$ cat config.mk
export PLATFORM = sky130hd
export DESIGN_NAME = store_word_unit
export DESIGN_NICKNAME = d
export VERILOG_FILES = /design/src/rtl/swu_pkg.sv /design/src/rtl/swu_ea_gen.sv /design/src/rtl/swu_fault_eval.sv /design/src/rtl/store_word_unit.sv
export SDC_FILE = /design/constraint.sdc
export NUM_CORES = 1
export LEC_CHECK = 0
export ABC_AREA = 1
export ABC_CLOCK_PERIOD_IN_PS = 2300
export BUFFER_PORTS_ARGS = -buffer_cell sky130_fd_sc_hd__buf_2
export CAP_MARGIN = 5
export CORE_UTILIZATION = 25
export DETAILED_ROUTE_END_ITERATION = 6
export PLACE_DENSITY = 0.49
export SYNTH_ARGS = -nofsm -noshare
export SYNTH_HDL_FRONTEND = slang
export SYNTH_SLANG_ARGS = --single-unit
export TNS_END_PERCENT = 30
$ cat constraint.sdc
create_clock -name clk -period 2.3 [get_ports clk]
set_input_delay 0.115 -clock clk [delete_from_list [all_inputs] [get_ports clk]]
set_output_delay 0.115 -clock clk [all_outputs]
set_load 0.03 [all_outputs]
$ cat src/rtl/swu_pkg.sv
package swu_pkg;

    localparam int CAUSE_W = 5;

    // Cause codes; the values are decoded by the exception logic.
    typedef enum logic [CAUSE_W-1:0] {
        CAUSE_NONE      = 5'b00000,
        CAUSE_UNALIGNED = 5'b00001,
        CAUSE_DSTORE    = 5'b10000,
        CAUSE_XMISS     = 5'b10010
    } cause_e;

    typedef struct packed {
        logic   valid;
        cause_e cause;
        logic   diz;
        logic   word;
        logic   mode_upd;
    } flt_kind_t;

endpackage

$ cat src/rtl/swu_ea_gen.sv
module swu_ea_gen #(
    parameter int XLEN  = 32,
    parameter int IMM_W = 16
) (
    input  logic                   clk,
    input  logic                   rst_n,
    input  logic                   pfx_load,
    input  logic [XLEN-IMM_W-1:0]  pfx_hi,
    input  logic                   consume,
    input  logic [XLEN-1:0]        base,
    input  logic [IMM_W-1:0]       imm_lo,
    output logic [XLEN-1:0]        ea
);
    localparam int HI_W = XLEN - IMM_W;

    typedef struct packed {
        logic            valid;
        logic [HI_W-1:0] hi;
    } pfx_t;

    pfx_t            pfx_d, pfx_q;
    logic [XLEN-1:0] imm_full;

    always_comb begin
        pfx_d = pfx_q;
        if (pfx_load) begin
            pfx_d.valid = 1'b1;
            pfx_d.hi    = pfx_hi;
        end else if (consume) begin
            pfx_d.valid = 1'b0;
        end

        if (pfx_q.valid) begin
            imm_full = {pfx_q.hi, imm_lo};
        end else begin
            imm_full = {{HI_W{imm_lo[IMM_W-1]}}, imm_lo};
        end
        ea = base + imm_full;
    end

    always_ff @(posedge clk) begin
        if (!rst_n) begin
            pfx_q <= '0;
        end else begin
            pfx_q <= pfx_d;
        end
    end

    // a store accepted without a new prefix leaves no prefix behind
    a_r2_single_use: assert property (@(posedge clk) disable iff (!rst_n)
        (consume && !pfx_load) |=> !pfx_q.valid);

endmodule

$ cat src/rtl/swu_fault_eval.sv
module swu_fault_eval
    import swu_pkg::*;
(
    input  logic      [1:0] addr_lo,
    input  logic            vm,
    input  logic            um,
    input  logic            xlat_hit,
    input  logic            zone_noacc,
    input  logic            zone_ro,
    output flt_kind_t       kind
);
    logic noacc_eff;

    always_comb begin
        noacc_eff = zone_noacc & um;
        kind      = '0;
        if (vm && !xlat_hit) begin
            kind.valid    = 1'b1;
            kind.cause    = CAUSE_XMISS;
            kind.mode_upd = 1'b1;
        end else if (vm && (noacc_eff || zone_ro)) begin
            kind.valid    = 1'b1;
            kind.cause    = CAUSE_DSTORE;
            kind.diz      = noacc_eff;
            kind.mode_upd = 1'b1;
        end else if (addr_lo != 2'b00) begin
            kind.valid    = 1'b1;
            kind.cause    = CAUSE_UNALIGNED;
            kind.word     = 1'b1;
        end
    end

    always_comb begin
        if (kind.mode_upd === 1'b1) begin
            a_r7_mode_needs_vm: assert (vm === 1'b1);
        end
        if (kind.diz === 1'b1) begin
            a_r4_diz_user_only: assert (um === 1'b1 && zone_noacc === 1'b1);
        end
    end

endmodule

$ cat src/rtl/store_word_unit.sv
module store_word_unit
    import swu_pkg::*;
#(
    parameter int XLEN     = 32,
    parameter int IMM_W    = 16,
    parameter int RIDX_W   = 5,
    parameter int AREA_OPT = 0
) (
    input  logic                  clk,
    input  logic                  rst_n,
    input  logic                  issue_valid,
    input  logic [XLEN-1:0]       base_val,
    input  logic [XLEN-1:0]       src_val,
    input  logic [IMM_W-1:0]      imm_lo,
    input  logic [RIDX_W-1:0]     src_idx,
    input  logic                  pfx_load,
    input  logic [XLEN-IMM_W-1:0] pfx_hi,
    input  logic                  cur_um,
    input  logic                  cur_vm,
    input  logic                  xlat_hit,
    input  logic                  zone_noacc,
    input  logic                  zone_ro,
    input  logic                  flt_ack,
    output logic                  ready,
    output logic [XLEN-1:0]       lookup_addr,
    output logic                  wr_valid,
    output logic [XLEN-1:0]       wr_addr,
    output logic [XLEN-1:0]       wr_data,
    output logic                  flt_valid,
    output logic [CAUSE_W-1:0]    flt_cause,
    output logic                  flt_store,
    output logic                  flt_diz,
    output logic                  flt_word,
    output logic [RIDX_W-1:0]     flt_reg,
    output logic                  flt_mode_upd,
    output logic                  flt_saved_um,
    output logic                  flt_saved_vm
);
    typedef struct packed {
        logic              valid;
        logic [XLEN-1:0]   ea;
        logic [XLEN-1:0]   data;
        logic [RIDX_W-1:0] ridx;
    } op_t;

    typedef struct packed {
        logic              wr_valid;
        logic [XLEN-1:0]   wr_addr;
        logic [XLEN-1:0]   wr_data;
        logic              flt_valid;
        flt_kind_t         kind;
        logic [RIDX_W-1:0] ridx;
        logic              saved_um;
        logic              saved_vm;
    } st_t;

    logic            accept;
    logic            stage_busy;
    logic [XLEN-1:0] ea;
    op_t             op_in, chk_op;
    flt_kind_t       kind;
    st_t             st_d, st_q;

    assign ready  = !st_q.flt_valid && !stage_busy;
    assign accept = issue_valid && ready;

    swu_ea_gen #(
        .XLEN  (XLEN),
        .IMM_W (IMM_W)
    ) u_ea (
        .clk      (clk),
        .rst_n    (rst_n),
        .pfx_load (pfx_load),
        .pfx_hi   (pfx_hi),
        .consume  (accept),
        .base     (base_val),
        .imm_lo   (imm_lo),
        .ea       (ea)
    );

    always_comb begin
        op_in.valid = accept;
        op_in.ea    = ea;
        op_in.data  = src_val;
        op_in.ridx  = src_idx;
    end

    generate
        if (AREA_OPT != 0) begin : g_two_cycle
            op_t op_d, op_q;
            always_comb begin
                op_d = op_in;
            end
            always_ff @(posedge clk) begin
                if (!rst_n) begin
                    op_q <= '0;
                end else begin
                    op_q <= op_d;
                end
            end
            assign chk_op     = op_q;
            assign stage_busy = op_q.valid;
        end else begin : g_one_cycle
            assign chk_op     = op_in;
            assign stage_busy = 1'b0;
        end
    endgenerate

    assign lookup_addr = chk_op.ea;

    swu_fault_eval u_eval (
        .addr_lo    (chk_op.ea[1:0]),
        .vm         (cur_vm),
        .um         (cur_um),
        .xlat_hit   (xlat_hit),
        .zone_noacc (zone_noacc),
        .zone_ro    (zone_ro),
        .kind       (kind)
    );

    always_comb begin
        st_d          = st_q;
        st_d.wr_valid = 1'b0;
        if (st_q.flt_valid && flt_ack) begin
            st_d.flt_valid = 1'b0;
        end
        if (chk_op.valid) begin
            if (kind.valid) begin
                st_d.flt_valid = 1'b1;
                st_d.kind      = kind;
                st_d.ridx      = kind.word ? chk_op.ridx : '0;
                st_d.saved_um  = kind.mode_upd & cur_um;
                st_d.saved_vm  = kind.mode_upd & cur_vm;
            end else begin
                st_d.wr_valid  = 1'b1;
                st_d.wr_addr   = chk_op.ea;
                st_d.wr_data   = chk_op.data;
            end
        end
    end

    always_ff @(posedge clk) begin
        if (!rst_n) begin
            st_q <= '0;
        end else begin
            st_q <= st_d;
        end
    end

    assign wr_valid     = st_q.wr_valid;
    assign wr_addr      = st_q.wr_addr;
    assign wr_data      = st_q.wr_data;
    assign flt_valid    = st_q.flt_valid;
    assign flt_cause    = st_q.kind.cause;
    assign flt_store    = st_q.kind.valid;
    assign flt_diz      = st_q.kind.diz;
    assign flt_word     = st_q.kind.word;
    assign flt_reg      = st_q.ridx;
    assign flt_mode_upd = st_q.kind.mode_upd;
    assign flt_saved_um = st_q.saved_um;
    assign flt_saved_vm = st_q.saved_vm;

    // write and fault never together
    a_r10_exclusive: assert property (@(posedge clk) disable iff (!rst_n)
        !(wr_valid && flt_valid));

    // record held until acknowledged
    a_r10_hold: assert property (@(posedge clk) disable iff (!rst_n)
        (flt_valid && !flt_ack) |=> (flt_valid && $stable(flt_cause) && $stable(flt_reg)
                                     && $stable(flt_saved_um) && $stable(flt_saved_vm)));

    // a held record blocks issue and no write follows
    a_r10_blocked: assert property (@(posedge clk) disable iff (!rst_n)
        flt_valid |-> !ready);

    // writes only go to word-aligned addresses
    a_r8_aligned: assert property (@(posedge clk) disable iff (!rst_n)
        wr_valid |-> (wr_addr[1:0] == 2'b00));

    // store flag on every record
    a_r6_store_flag: assert property (@(posedge clk) disable iff (!rst_n)
        flt_valid |-> flt_store);

    // only the three legal cause codes
    a_r5_cause_legal: assert property (@(posedge clk) disable iff (!rst_n)
        flt_valid |-> (flt_cause == 5'b10010 || flt_cause == 5'b10000 || flt_cause == 5'b00001));

    // unaligned faults never touch the mode bits
    a_r7_unaligned_no_mode: assert property (@(posedge clk) disable iff (!rst_n)
        (flt_valid && flt_cause == 5'b00001) |-> (!flt_mode_upd && flt_word));

    // the area build leaves a gap cycle after each accepted store
    a_r9_area_gap: assert property (@(posedge clk) disable iff (!rst_n)
        ((AREA_OPT != 0) && issue_valid && ready) |=> !ready);

endmodule

==> metrics.txt <==
# TYPE chip_impl_metric gauge
chip_impl_metric{name="initial_utilization",unit=""} 0.257
chip_impl_metric{name="synth_top_cell_area_share",unit=""} 0.316
chip_impl_metric{name="drc",unit=""} 0
chip_impl_metric{name="dp.cells",unit=""} 1548
chip_impl_info{name="synth.largest_area_cell",value="sky130_fd_sc_hd__dfxtp_1"} 1
chip_impl_metric{name="seqPwrFrac",unit=""} 0.317
chip_impl_metric{name="grt_max_degree",unit=""} 41
chip_impl_metric{name="tns",unit="ns"} -0.827
chip_impl_metric{name="netSwitchingFraction",unit=""} 0.399
chip_impl_metric{name="cp_max_fo",unit=""} 8
chip_impl_metric{name="pwr_density_cell",unit="mW/mm^2"} 626
chip_impl_metric{name="viasPerCell",unit=""} 4.22
chip_impl_info{name="tritoncts_clock_tree",value="done"} 1
chip_impl_metric{name="seq_area",unit="sq mm"} 0.00192
chip_impl_metric{name="placedInstanceArea",unit="sq mm"} 0.00766
chip_impl_metric{name="vias_in_the_first_global_route",unit=""} 6390
chip_impl_metric{name="route.vias.total",unit=""} 6769
chip_impl_metric{name="yosys_register_bits",unit=""} 96
chip_impl_metric{name="core",unit="sq mm"} 0.0237
chip_impl_metric{name="cellLeakagePower",unit="nW"} 4.94
chip_impl_metric{name="intPower",unit="mW"} 3.41
chip_impl_metric{name="antenna_violations_before_repair",unit=""} 0
chip_impl_metric{name="detailroute.wirelength.met2",unit="um"} 10400
chip_impl_metric{name="number_of_fill_cells",unit=""} 2645
chip_impl_metric{name="total_switching_power",unit="mW"} 2.27
chip_impl_metric{name="antenna_left",unit=""} 0
chip_impl_info{name="unrepaired_setup_endpoints_after_global_routing",value="yes"} 1
chip_impl_metric{name="floorplan.die_area",unit="sq mm"} 0.0250
chip_impl_metric{name="core.rowCount",unit=""} 56
chip_impl_metric{name="share_comb_of_total_power",unit=""} 0.416
chip_impl_info{name="failed_checks",value="setup timing"} 1
chip_impl_metric{name="finalCoreUtilization",unit=""} 0.383
chip_impl_metric{name="final_layout_size_suffix_gt1_frac",unit=""} 0.323
chip_impl_metric{name="cts.sinks",unit=""} 96
chip_impl_metric{name="globalplace.congestion",unit=""} 0.892
chip_impl_metric{name="synth.yosys.warnings",unit=""} 0
chip_impl_metric{name="grt_first_pass_wirelength",unit="um"} 33400
chip_impl_metric{name="drtIter0Drc",unit=""} 268
chip_impl_metric{name="post_dp_hpwl",unit="um"} 17300
chip_impl_metric{name="clk_pin_slew",unit="ns"} 0.08
chip_impl_metric{name="finish.instance_area",unit="sq mm"} 0.00906
chip_impl_info{name="clock-root-buffer",value="sky130_fd_sc_hd__clkbuf_16"} 1
chip_impl_metric{name="combined_area_of_the_multi_input_logic_cells",unit="sq mm"} 0.00397
chip_impl_metric{name="pwr-share-clk",unit=""} 0.267
chip_impl_metric{name="timing.max_cap.violations",unit=""} 0
chip_impl_info{name="critPathLaunch",value="u_ea.pfx_q[16]"} 1
chip_impl_metric{name="total_power",unit="mW"} 5.67
chip_impl_metric{name="crit_required",unit="ns"} 2.18
chip_impl_metric{name="routed_wire_length_per_instance",unit="um"} 13.7
chip_impl_metric{name="yosysUniqueCellTypes",unit=""} 33
chip_impl_metric{name="met3RoutedLength",unit="um"} 1250
chip_impl_metric{name="max_clock_freq",unit="MHz"} 417
chip_impl_info{name="worst-setup-path-type",value="reg -> out"} 1
chip_impl_metric{name="areaGrowthSynthToFinish",unit="%"} 49.1
chip_impl_metric{name="die_y",unit="um"} 158
chip_impl_metric{name="postLayoutSetupSlackWorst",unit="ns"} -0.0988
chip_impl_metric{name="worst_ir_drop_vdd",unit="mV"} 0.294
chip_impl_metric{name="finalNonFillerCells",unit=""} 1605
chip_impl_metric{name="finalClockSkew",unit="ns"} 0.0131
chip_impl_metric{name="final_nets",unit=""} 1424
chip_impl_metric{name="drv_slew",unit=""} 0
chip_impl_metric{name="synthesis.area",unit="sq mm"} 0.00608
chip_impl_metric{name="cts-buffers-inserted",unit=""} 9
chip_impl_info{name="outcome",value="finished with violations"} 1
chip_impl_info{name="min_path_type",value="in -> reg"} 1
chip_impl_metric{name="detail_route.first_pass.iterations",unit=""} 6
chip_impl_metric{name="timing.final.hold_violations",unit=""} 0
chip_impl_metric{name="final_min_period_over_clock_period",unit=""} 1.04
chip_impl_metric{name="clk_latency",unit="ns"} 0.36
chip_impl_metric{name="groute.usage.overall",unit=""} 0.175
chip_impl_metric{name="antenna-diode-count",unit=""} 0
chip_impl_metric{name="htree_levels",unit=""} 3
chip_impl_metric{name="period_needed",unit="ns"} 2.40
chip_impl_info{name="holdCritStartpoint",value="src_val[11]"} 1
chip_impl_metric{name="setup_viol_count_final",unit=""} 12
chip_impl_metric{name="ctsLongestPathBuffers",unit=""} 2
chip_impl_metric{name="postSynthAreaPerCell",unit="sq um"} 6.03
chip_impl_metric{name="drt-met1-wl",unit="um"} 10000
chip_impl_info{name="synthTopCellsByArea",value="sky130_fd_sc_hd__dfxtp_1 (32%), sky130_fd_sc_hd__nand2_1 (18%), sky130_fd_sc_hd__nor2_1 (12%), sky130_fd_sc_hd__inv_1 (9.4%), sky130_fd_sc_hd__ha_1 (6.4%)"} 1
chip_impl_info{name="worst_setup_path_end_kind",value="primary output"} 1
chip_impl_metric{name="overall_die_width",unit="um"} 158
chip_impl_metric{name="finalWirelength",unit="um"} 22000
chip_impl_metric{name="syn-instance-count",unit=""} 1009
chip_impl_metric{name="ios",unit=""} 226
chip_impl_info{name="maxUsedRoutingLayer",value="met4"} 1
chip_impl_metric{name="worst_hold_slack",unit="ns"} 0.0139
chip_impl_info{name="kind_of_start_point_of_the_critical_path",value="flip-flop"} 1
chip_impl_metric{name="dp_worst_setup_slack",unit="ns"} -0.0278
chip_impl_info{name="r2r_start",value="u_ea.pfx_q[16]"} 1
chip_impl_metric{name="quantity_of_i_o_buffers_inserted_on_ports",unit=""} 223
chip_impl_metric{name="grt_overflow",unit=""} 0
chip_impl_metric{name="synth-seq-area-share",unit=""} 0.316
chip_impl_metric{name="cp_data_arrival_time",unit="ns"} 2.28
## worst paths after layout
check / cells after the start / to / slack [ns]
worst max-delay path: 14 / lookup_addr[26] / -0.1
worst min-delay path: 3 / wr_data[11] / 0.01
worst max register to register: 22 / wr_addr[31] / -0.07
worst min register to register: 2 / wr_addr[0] / 0.43
## final cells by class
cell class	count	share of cell area
multi-input cells	724	0.438
flip-flops and latches	96	0.212
repair buffers	291	0.207
inverters	159	0.0664
well taps	319	0.0440
clock buffers	10	0.0264
clock inverters	6	0.00607
## power by group through the flow
stage	combinational (mW)	clock (mW)	sequential, mW
after floorplan	1.12	0	1.98
after global placement	1.94	0	1.84
after detailed placement	1.94	0	1.84
after CTS	2.29	1.59	1.80
after global routing	2.57	1.65	1.82
final	2.36	1.52	1.80
## cell families (layout without fill, tap and decap cells)
family,count (synthesis),after routing,synth area share
other,1,2,0.000617
buffers and inverters,190,466,0.129
XOR/XNOR,15,15,0.0228
AO/OA/AOI/OAI,108,108,0.0922
AND/OR/NAND/NOR,567,567,0.373
flip-flops,96,96,0.316
adder cells (fa/ha/maj),32,32,0.0671
## critical path, cell delays in order, from the launching register on
cell	delay [ns]
sky130_fd_sc_hd__dfxtp_2	0.35
sky130_fd_sc_hd__inv_2	0.05
sky130_fd_sc_hd__nand2_4	0.10
sky130_fd_sc_hd__buf_12	0.15
sky130_fd_sc_hd__nand2_2	0.07
sky130_fd_sc_hd__ha_4	0.28
sky130_fd_sc_hd__nand2_4	0.11
sky130_fd_sc_hd__inv_1	0.06
sky130_fd_sc_hd__nand2_1	0.06
sky130_fd_sc_hd__nand2_1	0.07
sky130_fd_sc_hd__buf_4	0.15
sky130_fd_sc_hd__a21oi_4	0.12
sky130_fd_sc_hd__nand4_1	0.15
sky130_fd_sc_hd__nand2_2	0.10
sky130_fd_sc_hd__buf_6	0.13
## what timing repair did
item	CTS	global route
setup endpoints to repair	15	18
pin swaps	36	27
buffers inserted	7	2
gates resized for setup	133	49
hold buffers	31	0
endpoints found under the hold margin	31	0
gates cloned	1	0
## synth_stat cells, drive strengths merged
master	instances
a21oi	35
o21bai	4
nor3	3
a21o	1
o21ai	68
nor2	200
buf	17
fa	1
nand2	303
conb	1
nand3	56
dfxtp	96
ha	31
xor2	12
xnor2	3
nand3b	1
clkinv	1
nand4	4
clkbuf	14
inv	158
## metal layers
| layer | global-route usage | vias up |
|---|---|---|
| met3 | 0.0337 | 14 |
| met4 | 0.0449 | 0 |
| met5 | 0 | - |
| met2 | 0.304 | 178 |
| met1 | 0.221 | 2963 |
| li1 | - | 3614 |
## cell usage in the layout, fill, tap and decap left out, types with 24 or more instances in the layout
cell                            Yosys  routed
sky130_fd_sc_hd__inv_1            153     146
sky130_fd_sc_hd__buf_2              6     208
sky130_fd_sc_hd__a21oi_1           35      24
sky130_fd_sc_hd__dlygate4sd3_1      0      31
sky130_fd_sc_hd__nand2_1          296     229
sky130_fd_sc_hd__o21ai_0           57      57
sky130_fd_sc_hd__nor2_1           194     182
sky130_fd_sc_hd__dfxtp_1           96      95
sky130_fd_sc_hd__buf_4              5      29
sky130_fd_sc_hd__nand3_1           54      51
sky130_fd_sc_hd__nand2_2            7      58
No activity file was read; power rests on OpenSTA's default activity.
